--- src/rtl/gpio_irq_pkg.sv ---
package gpio_irq_pkg;

   localparam int WIN_BITS = 12;
   localparam logic [WIN_BITS-1:0] OFS_DATA = 12'h004;
   localparam logic [WIN_BITS-1:0] OFS_CFG  = 12'h008;
   localparam logic [WIN_BITS-1:0] OFS_STAT = 12'h00C;

   typedef enum logic [1:0] {
      DET_LEVEL = 2'b00,
      DET_RISE  = 2'b01,
      DET_FALL  = 2'b10,
      DET_ANY   = 2'b11
   } det_mode_e;

   // packed MSB first: bit positions are decoded by software
   typedef struct packed {
      logic [2:0] target;  // [7:5] stored only
      logic       rec_en;  // [4]
      det_mode_e  mode;    // [3:2]
      logic       pol;     // [1]
      logic       en;      // [0]
   } pin_cfg_t;

endpackage

--- src/rtl/gpio_sync.sv ---
module gpio_sync #(
   parameter int WIDTH  = 4,
   parameter int STAGES = 2
) (
   input  logic             clk,
   input  logic             rst_n,
   input  logic [WIDTH-1:0] d,
   output logic [WIDTH-1:0] q
);

   if (STAGES < 2) begin : g_bad_stages
      $error("gpio_sync: STAGES must be at least 2");
   end
   if (WIDTH < 1) begin : g_bad_width
      $error("gpio_sync: WIDTH must be at least 1");
   end

   logic [STAGES-1:0][WIDTH-1:0] pipe;

   for (genvar s = 0; s < STAGES; s++) begin : g_stage
      if (s == 0) begin : g_first
         always_ff @(posedge clk or negedge rst_n) begin
            if (!rst_n) pipe[s] <= '0;
            else        pipe[s] <= d;
         end
      end else begin : g_next
         always_ff @(posedge clk or negedge rst_n) begin
            if (!rst_n) pipe[s] <= '0;
            else        pipe[s] <= pipe[s-1];
         end
      end
   end

   assign q = pipe[STAGES-1];

endmodule

--- src/rtl/gpio_pin_cell.sv ---
module gpio_pin_cell
   import gpio_irq_pkg::*;
(
   input  logic       clk,
   input  logic       rst_n,
   input  logic       sync_in,
   input  logic       wr_data,
   input  logic       wr_cfg,
   input  logic       wr_stat,
   input  logic [7:0] wbyte,
   output logic       drive_q,
   output pin_cfg_t   cfg_q,
   output logic       stat_q
);

   logic prev_q;
   logic hit;
   logic evt;

   always_comb begin
      unique case (cfg_q.mode)
         DET_LEVEL: hit = (sync_in == cfg_q.pol);
         DET_RISE:  hit = sync_in & ~prev_q;
         DET_FALL:  hit = ~sync_in & prev_q;
         DET_ANY:   hit = sync_in ^ prev_q;
         default:   hit = 1'b0;
      endcase
   end

   assign evt = cfg_q.rec_en & hit;

   always_ff @(posedge clk or negedge rst_n) begin
      if (!rst_n) begin
         prev_q  <= 1'b0;
         drive_q <= 1'b0;
         cfg_q   <= '0;
         stat_q  <= 1'b0;
      end else begin
         prev_q <= sync_in;
         if (wr_data) drive_q <= wbyte[1];
         if (wr_cfg)  cfg_q   <= pin_cfg_t'(wbyte);
         // a new event outranks a clearing write in the same cycle
         if (evt)                      stat_q <= 1'b1;
         else if (wr_stat && !wbyte[0]) stat_q <= 1'b0;
      end
   end

endmodule

--- src/rtl/gpio_irq_bank.sv ---
module gpio_irq_bank
   import gpio_irq_pkg::*;
#(
   parameter  int NUM_PINS    = 4,
   parameter  int SYNC_STAGES = 2,
   parameter  int DATA_W      = 32,
   localparam int IDX_W       = (NUM_PINS > 1) ? $clog2(NUM_PINS) : 1,
   localparam int ADDR_W      = IDX_W + WIN_BITS
) (
   input  logic                clk,
   input  logic                rst_n,
   input  logic                bus_wr,
   input  logic [ADDR_W-1:0]   bus_addr,
   input  logic [DATA_W-1:0]   bus_wdata,
   output logic [DATA_W-1:0]   bus_rdata,
   input  logic [NUM_PINS-1:0] pin_in,
   output logic [NUM_PINS-1:0] pin_out,
   output logic                irq
);

   if (NUM_PINS < 1) begin : g_bad_pins
      $error("gpio_irq_bank: NUM_PINS must be at least 1");
   end
   if (DATA_W != 32) begin : g_bad_width
      $error("gpio_irq_bank: DATA_W must be 32");
   end

   logic [NUM_PINS-1:0] pin_sync;
   logic [NUM_PINS-1:0] stat_v;
   logic [NUM_PINS-1:0] en_v;
   logic [NUM_PINS-1:0] rec_v;
   pin_cfg_t            cfg_a [NUM_PINS];

   logic [IDX_W-1:0]    sel_idx;
   logic [WIN_BITS-1:0] sel_ofs;
   logic                idx_ok;
   logic                unused_wdata_hi;

   assign sel_idx = bus_addr[ADDR_W-1:WIN_BITS];
   assign sel_ofs = bus_addr[WIN_BITS-1:0];
   assign idx_ok  = (int'(sel_idx) < NUM_PINS);
   assign unused_wdata_hi = ^bus_wdata[DATA_W-1:8];

   gpio_sync #(
      .WIDTH  (NUM_PINS),
      .STAGES (SYNC_STAGES)
   ) u_sync (
      .clk   (clk),
      .rst_n (rst_n),
      .d     (pin_in),
      .q     (pin_sync)
   );

   for (genvar i = 0; i < NUM_PINS; i++) begin : g_pin
      logic hit_me;
      assign hit_me = bus_wr && idx_ok && (sel_idx == IDX_W'(i));

      gpio_pin_cell u_cell (
         .clk     (clk),
         .rst_n   (rst_n),
         .sync_in (pin_sync[i]),
         .wr_data (hit_me && (sel_ofs == OFS_DATA)),
         .wr_cfg  (hit_me && (sel_ofs == OFS_CFG)),
         .wr_stat (hit_me && (sel_ofs == OFS_STAT)),
         .wbyte   (bus_wdata[7:0]),
         .drive_q (pin_out[i]),
         .cfg_q   (cfg_a[i]),
         .stat_q  (stat_v[i])
      );

      assign en_v[i]  = cfg_a[i].en;
      assign rec_v[i] = cfg_a[i].rec_en;
   end

   always_comb begin
      bus_rdata = '0;
      for (int i = 0; i < NUM_PINS; i++) begin
         if (idx_ok && (sel_idx == IDX_W'(i))) begin
            unique case (sel_ofs)
               OFS_DATA: bus_rdata[1:0] = {pin_out[i], pin_sync[i]};
               OFS_CFG:  bus_rdata[7:0] = cfg_a[i];
               OFS_STAT: bus_rdata[0]   = stat_v[i];
               default:  bus_rdata      = '0;
            endcase
         end
      end
   end

   assign irq = |(stat_v & en_v);

endmodule

--- config.mk ---
export PLATFORM = sky130hd
export DESIGN_NAME = gpio_irq_bank
export DESIGN_NICKNAME = d
export VERILOG_FILES = /design/src/rtl/gpio_irq_pkg.sv /design/src/rtl/gpio_sync.sv /design/src/rtl/gpio_pin_cell.sv /design/src/rtl/gpio_irq_bank.sv
export SDC_FILE = /design/constraint.sdc
export NUM_CORES = 1
export LEC_CHECK = 0
export BUFFER_PORTS_ARGS = -buffer_cell sky130_fd_sc_hd__buf_2
export CORE_UTILIZATION = 51
export CTS_CLUSTER_DIAMETER = 120
export DETAILED_ROUTE_END_ITERATION = 16
export PLACE_DENSITY = 0.88
export RECOVER_POWER = 25
export SYNTH_ARGS = -nofsm -noshare
export SYNTH_HDL_FRONTEND = slang
export SYNTH_SLANG_ARGS = --single-unit
--- constraint.sdc ---
create_clock -name clk -period 2.2 [get_ports clk]
set_input_delay 0.33 -clock clk [delete_from_list [all_inputs] [get_ports clk]]
set_output_delay 0.33 -clock clk [all_outputs]
set_load 0.1 [all_outputs]
==> key figures, run 1 <==
Drt
  • DRT iter0 DRCs: 92
  • # DRC: 0
  • Routed vias: ~2000
  • Routed WL: 5740 µm
  • WL per Instance: approximately 16 µm
  • Remaining antenna violation count: 0
  • DR pass1 iterations: 4
  • Vias per inst: around 5.5

Worst hold path
  • Hold Crit Depth: 1
  • Hold Startpoint: pin_in[1]
  • Hold Crit Class: in -> reg
  • Worst Hold End: u_sync.pipe[1]

Synthesis
  • Synth Register Bits: 52
  • Area of the mapped netlist: ~0.0028 mm²
  • Synth Warn #: 0
  • Register area share after synthesis: between 40% and 50%
  • Post-synth EDFFs: 0
  • Distinct cells, synth: 34
  • Ys async rst share: 100%
  • Syn_area_per_cell: 11.9 µm²
  • Cells after synthesis: between 200 and 250
  • Top_reg_cell synth: dfrtp_1

Die
  • I/O pins: 90
  • Die height: ~76 µm
  • Die Span X: ~76 µm
  • FP Rows: 26
  • Initial Utilization: ~54%
  • Die area: 0.00584 mm²
  • Core ar.: approximately 0.0052 mm²

Setup path
  • Crit. End Element: output port
  • Worst setup SP type: register
  • CP Class: reg -> out
  • Worst Setup SP: g_pin[3].u_cell.drive_q
  • Cell count of the worst reg-to-reg path: 5
  • Critical Path AT: approximately 1.8 ns
  • Worst r2r src: u_sync.q[1]
  • Reg2Reg Setup Slack: ~0.84 ns
  • Worst R2R End: g_pin[1].u_cell.stat_q
  • Critical Path Fanout Max: 3
  • Worst endpoint required time: around 1.9 ns

Clock tree
  • Worst skew pair latency: between 0.3 and 0.4 ns
  • Post-cts resize count: 0
  • Clock Sinks: 52
  • # Post-CTS Setup Buffers: 0
  • Num CTS Buffers: 5
  • Longest Clk Path Bufs: 2
  • TritonCTS clock tree: done
  • H-tree depth: 2
  • CTS Hold Bufs: 0
  • Clock-pin slew on the worst setup and hold paths: ~0.090 ns
  • Root buf cell: clkbuf_8

Timing
  • Post-layout minimum cycle time: about 2.1 ns
  • Period utilisation layout: 96.6%
  • TNS Setup: 0 ns
  • Hold Slack: around 0.13 ns
  • Hold Violations, Final: 0
  • Slew @ Worst Pin: 1.93 ns
  • Final Max Tran Viols: 38
  • Highest clock rate: around 470 MHz
  • Final setup viols: 0
  • RSZ-0062 raised after global routing: no
  • Slew HR: -28.7%
  • Clock Skew: slightly below 0.005 ns

Global route
  • Initial antenna violation count: 0
  • GRT Resource Usage Total: between 20% and 30%
  • First-pass GRT wire length: 9720 µm
  • Total congestion overflow after global routing: 0
  • Vias in the first global route: ~2000
  • Pin count of the biggest net entering global routing: 38

Power
  • Logic pwr share: ~17%
  • Switching power: about 0.56 mW
  • Pleak: 1.65 nW
  • Cell-internal power: between 1 and 1.5 mW
  • Sequential share of power: approximately 53%
  • Sw Ratio: between 30% and 40%
  • Max rail drop VDD: roughly 0.34 mV
  • Clock power frac: between 20% and 30%
  • Power Density: 551 mW/mm²

Outcome
  • Status: finished, violations left
  • Failing checks: max-capacitance violations, max-slew violations

Layout
  • Final-layout fill cell count: approximately 400
  • Multi-input gate area: 0.00138 mm²
  • Final net count: 350
  • Sequential cell area: around 0.0013 mm²
  • # diodes: 0
  • Share of layout cells above drive strength 1: ~42%
  • Synth-to-layout area growth: 18.2%
  • Final Util: between 60% and 70%

Placement
  • PortBufs: 41
  • Routability Congestion: just under 0.9
  • Hpwl dp: ~4400 µm

Job
  • Maxcap violations: 1
[critical path, cell delays in order (launching register included)]
cell     delay [ns]
dfrtp_1        0.40
mux4_2         0.47
a22oi_1        0.27
nor2_4         0.05
buf_2          0.29
[stage by stage]
step / instances / setup WS (ns) / instance area (µm²) / power, mW
global route: 360 / 0.0133 / 3340 / 1.91
global placement: 352 / 0.166 / 3250 / 1.30
finish: 360 / 0.0745 / 3340 / 1.84
detailed placement: 352 / 0.161 / 3250 / 1.31
CTS: 360 / 0.0526 / 3340 / 1.85
floorplan: 260 / -0.0414 / 2950 / 1.27
[power groups by stage]
stage	sequential (mW)	clock (mW)	combinational, mW
after global routing	0.982	0.602	0.329
after detailed placement	0.999	0	0.311
after CTS	0.980	0.562	0.311
final	0.980	0.548	0.312
after global placement	0.998	0	0.306
after floorplan	0.995	0	0.270
[layer usage]
layer | share of wire (%) | GRT usage (%)
met5 | 0 | 0
met4 | 2.5 | 9.81
met3 | 8.1 | 4.67
met2 | 49 | 34.7
met1 | 40 | 28.6
[state kept, by name (all words and copies together) (netlist names)]
register / cells
g_pin.u_cell.cfg_q: 32
g_pin.u_cell.prev_q: 4
u_sync.pipe: 4
g_pin.u_cell.stat_q: 4
u_sync.q: 4
g_pin.u_cell.drive_q: 4
[area by class of cell]
cell class                      count  area share (%)
Clock buffer                        8            2.70
Timing Repair Buffer               56            13.4
Sequential cell                    52            39.0
Multi-Input combinational cell    164            41.2
Inverter                           10            1.12
Tap cell                           70            2.62
[cells by family after synthesis]
logic type               count (synthesis)  synth area share, %
XOR/XNOR                                 4                 1.24
other                                    1                0.133
flip-flops                              52                 46.1
adder cells (fa/ha/maj)                  8                 3.54
buffers and inverters                   44                 9.74
multiplexers                            46                 20.3
AO/OA/AOI/OAI                           32                 7.66
AND/OR/NAND/NOR                         50                 11.3
[how the worst max path moves through the flow]
| stage | to | slack, ns |
|---|---|---|
| finish | bus_rdata[1] | 0.07 |
| global placement | bus_rdata[5] | 0.17 |
| floorplan | bus_rdata[5] | -0.04 |
| detailed placement | g_pin[3].u_cell.cfg_q[3] | 0.16 |
| global route | bus_rdata[1] | 0.01 |
| CTS | bus_rdata[1] | 0.05 |
[cells in the mapped netlist (2+ instances only)]
library cell / instances / share of area [%]
dfrtp_1: 52 / 46
mux2_2: 41 / 16
buf_4: 28 / 7.4
nand2_1: 17 / 2.3
inv_1: 10 / 1.3
o21ai_0: 10 / 1.8
ha_1: 8 / 3.5
a22oi_1: 7 / 1.9
a21oi_1: 6 / 1.1
nor2_1: 6 / 0.80
mux4_2: 5 / 4.0
a32o_1: 4 / 1.4
and3_1: 4 / 0.89
buf_2: 4 / 0.71
nand3_1: 4 / 0.71
xor2_1: 4 / 1.2
nor2b_1: 3 / 0.66
nor3_1: 3 / 0.53
nor3_4: 3 / 1.7
a221oi_1: 2 / 0.62
clkbuf_1: 2 / 0.27
nor4_2: 2 / 0.89
[layout by cell type, fill, tap and decap left out, drive strengths merged]
cell / Yosys / layout
a222oi: 1 / 1
inv: 10 / 10
o22ai: 1 / 1
nor2: 6 / 6
nand3: 5 / 5
nand2: 17 / 17
nand4: 1 / 1
nor3b: 1 / 1
and3: 5 / 5
conb: 1 / 24
nor3: 6 / 6
a22oi: 7 / 7
clkbuf: 2 / 9
nand2b: 1 / 1
a32o: 4 / 4
nor2b: 3 / 3
o21ai: 10 / 10
mux2: 41 / 41
o211a: 1 / 1
buf: 32 / 55
mux4: 5 / 5
ha: 8 / 8
a21oi: 6 / 6
and2b: 1 / 1
a221oi: 2 / 2
xor2: 4 / 4
dfrtp: 52 / 52
nor4: 4 / 4
(Power assumes the default switching activity.)
==> run 2: changes to the inputs <==
--- a/config.mk
+++ b/config.mk
@@ -6,6 +6,7 @@
 export NUM_CORES = 1
 export LEC_CHECK = 0
 export BUFFER_PORTS_ARGS = -buffer_cell sky130_fd_sc_hd__buf_2
+export CORE_MARGIN = 2
 export CORE_UTILIZATION = 51
 export CTS_CLUSTER_DIAMETER = 120
 export DETAILED_ROUTE_END_ITERATION = 16
==> key figures, run 2 (same netlist as run 1, synthesis figures left out) <==
Outcome
  • Status: finished clean

Die
  • FP Rows: 27 (+3.8%)
  • Die area: 0.00615 mm² (+5.3%)
  • Core ar.: 0.00544 mm² (+4.5%)
  • Die height: 78.4 µm (+2.6%)
  • I/O pins: 90 (unchanged)
  • Initial Utilization: 51.9% (-2.3 points)
  • Die Span X: 78.4 µm (+2.6%)

Timing
  • Post-layout minimum cycle time: 2.11 ns (-0.0203 ns)
  • Highest clock rate: 475 MHz (+0.97%)
  • RSZ-0062 raised after global routing: no
  • Clock Skew: 0.0140 ns (+0.00906 ns)
  • Slew HR: 15.2% (+44 points)
  • Hold Slack: 0.116 ns (-0.00961 ns)
  • Slew @ Worst Pin: 1.27 ns (-0.659 ns)
  • Final setup viols: 0 (unchanged)
  • Post-route setup slack: 0.0948 ns (+0.0203 ns)
  • Period utilisation layout: 95.7% (-0.92 points)
  • Final Max Tran Viols: 0 (-100%)
  • TNS Setup: 0 ns (unchanged)
  • Hold Violations, Final: 0 (unchanged)

Setup path
  • CP Class: in -> out
  • Worst setup SP type: primary input
  • Crit. End Element: output port
  • Worst endpoint required time: 1.87 ns (about the same)
  • Critical Path Fanout Max: 9 (+6)
  • Reg2Reg Setup Slack: 0.80 ns (-0.04 ns)
  • Critical Path AT: 1.78 ns (-0.02 ns)

Layout
  • # diodes: 0 (unchanged)
  • Most common cell after layout, fill and taps aside: dfrtp_1
  • Synth-to-layout area growth: 17.9%
  • Most frequent cells in the layout: dfrtp_1, mux2_2, buf_2, conb_1, nand2_1
  • Max FFs per register: 32 (unchanged)
  • Largest register by flop count: g_pin.u_cell.cfg_q
  • Share of layout cells above drive strength 1: 43.9% (+1.5 points)
  • Finished Cell Area: 0.00333 mm² (-0.19%)
  • Final net count: 347 (-0.86%)

Clock tree
  • Worst skew pair latency: 0.32 ns (about the same)
  • Num CTS Buffers: 5 (unchanged)
  • Clock-pin slew on the worst setup and hold paths: 0.09 ns (about the same)
  • Root buf cell: clkbuf_8
  • Longest Clk Path Bufs: 2 (unchanged)
  • CTS Hold Bufs: 0 (unchanged)
  • TritonCTS clock tree: done
  • H-tree depth: 2 (unchanged)
  • # Post-CTS Setup Buffers: 0 (unchanged)
  • Post-cts resize count: 0 (unchanged)
  • Clock Sinks: 52 (unchanged)

Placement
  • Dpl cell area: 0.00323 mm² (-0.62%)
  • PortBufs: 41 (unchanged)
  • Hpwl dp: 4520 µm (+1.9%)
  • Routability Congestion: 0.854 (-3.6%)
  • Setup WS pre-CTS: 0.120 ns (-0.0401 ns)

Drt
  • Remaining antenna violation count: 0 (unchanged)
  • # DRC: 0 (unchanged)
  • Vias per inst: 5.50 (-0.78%)
  • Routed WL: 6020 µm (+5.0%)
  • Routed vias: 1975 (-1.1%)
  • DRT iter0 DRCs: 180 (+96%)
  • WL per Instance: 16.8 µm (+5.3%)
  • DR pass1 iterations: 4 (unchanged)

Power
  • Max rail drop VDD: 0.458 mV (+34%)
  • Power Density: 552 mW/mm² (+0.13%)
  • Pleak: 1.64 nW (-0.22%)

Worst hold path
  • Hold Crit Class: in -> reg

Global route
  • Vias in the first global route: 1998 (+2.1%)
  • Initial antenna violation count: 0 (unchanged)
  • GRT Resource Usage Total: 21.1% (-0.71 points)
  • First-pass GRT wire length: 9850 µm (+1.3%)
  • Total congestion overflow after global routing: 0 (unchanged)
  • Pin count of the biggest net entering global routing: 53 (+39%)

Job
  • Maxcap violations: 0 (-1)
==> run 2: layout make-up <==
cell class              instances  area [µm²]
multi-input cells             164        1390
clock buffers                   5        68.8
repair buffers                 53         423
inverters                      10        37.5
clock inverters                 3        18.8
well taps                      72        90.1
flip-flops and latches         52        1300
fillers                       423        2110
==> run 2: worst paths after layout <==
| kind | end | cells after the start | from |
|---|---|---|---|
| min in group asynchronous | g_pin[1].u_cell.cfg_q[5] | 2 | rst_n |
| worst max-delay path | bus_rdata[0] | 6 | bus_addr[2] |
| max in group asynchronous | g_pin[0].u_cell.prev_q | 2 | rst_n |
| worst max register to register | g_pin[3].u_cell.stat_q | 5 | u_sync.q[3] |
| worst min register to register | u_sync.q[0] | 0 | u_sync.pipe[0] |
| worst min-delay path | u_sync.pipe[3] | 1 | pin_in[3] |
==> run 2: worst max-delay path: stages <==
cell and delay [ns]:
buf_2 0.18, nor2b_1 0.44, a22oi_1 0.16, a22oi_1 0.22
and3_1 0.25, buf_12 0.19
==> run 2: stage by stage <==
| stage | instances | power, mW | utilization, % |
|---|---|---|---|
| 5_1_grt | 359 | 1.91 | 61.3 |
| 2_1_floorplan | 260 | 1.27 | - |
| 3_5_place_dp | 351 | 1.31 | 59.4 |
| 3_3_place_gp | 351 | 1.30 | 59.4 |
| 6_report | 359 | 1.84 | 61.3 |
| 4_1_cts | 359 | 1.85 | 61.0 |
==> run 2: per-layer routing <==
layer	wire length (µm)	vias up	share of wire [%]	track usage, %
met2	2970	92	49	35.3
met3	404	16	6.7	5.98
li1	-	893	-	-
met1	2500	974	42	26.2
met4	144	0	2.4	7.54
met5	0	-	0	0
==> run 2: report_power, final <==
part           switching [mW]  leakage [nW]  total (mW)  internal (mW)
logic                   0.262         0.897       0.311         0.0491
registers              0.0124         0.699       0.981          0.968
clock network           0.325        0.0479       0.547          0.223
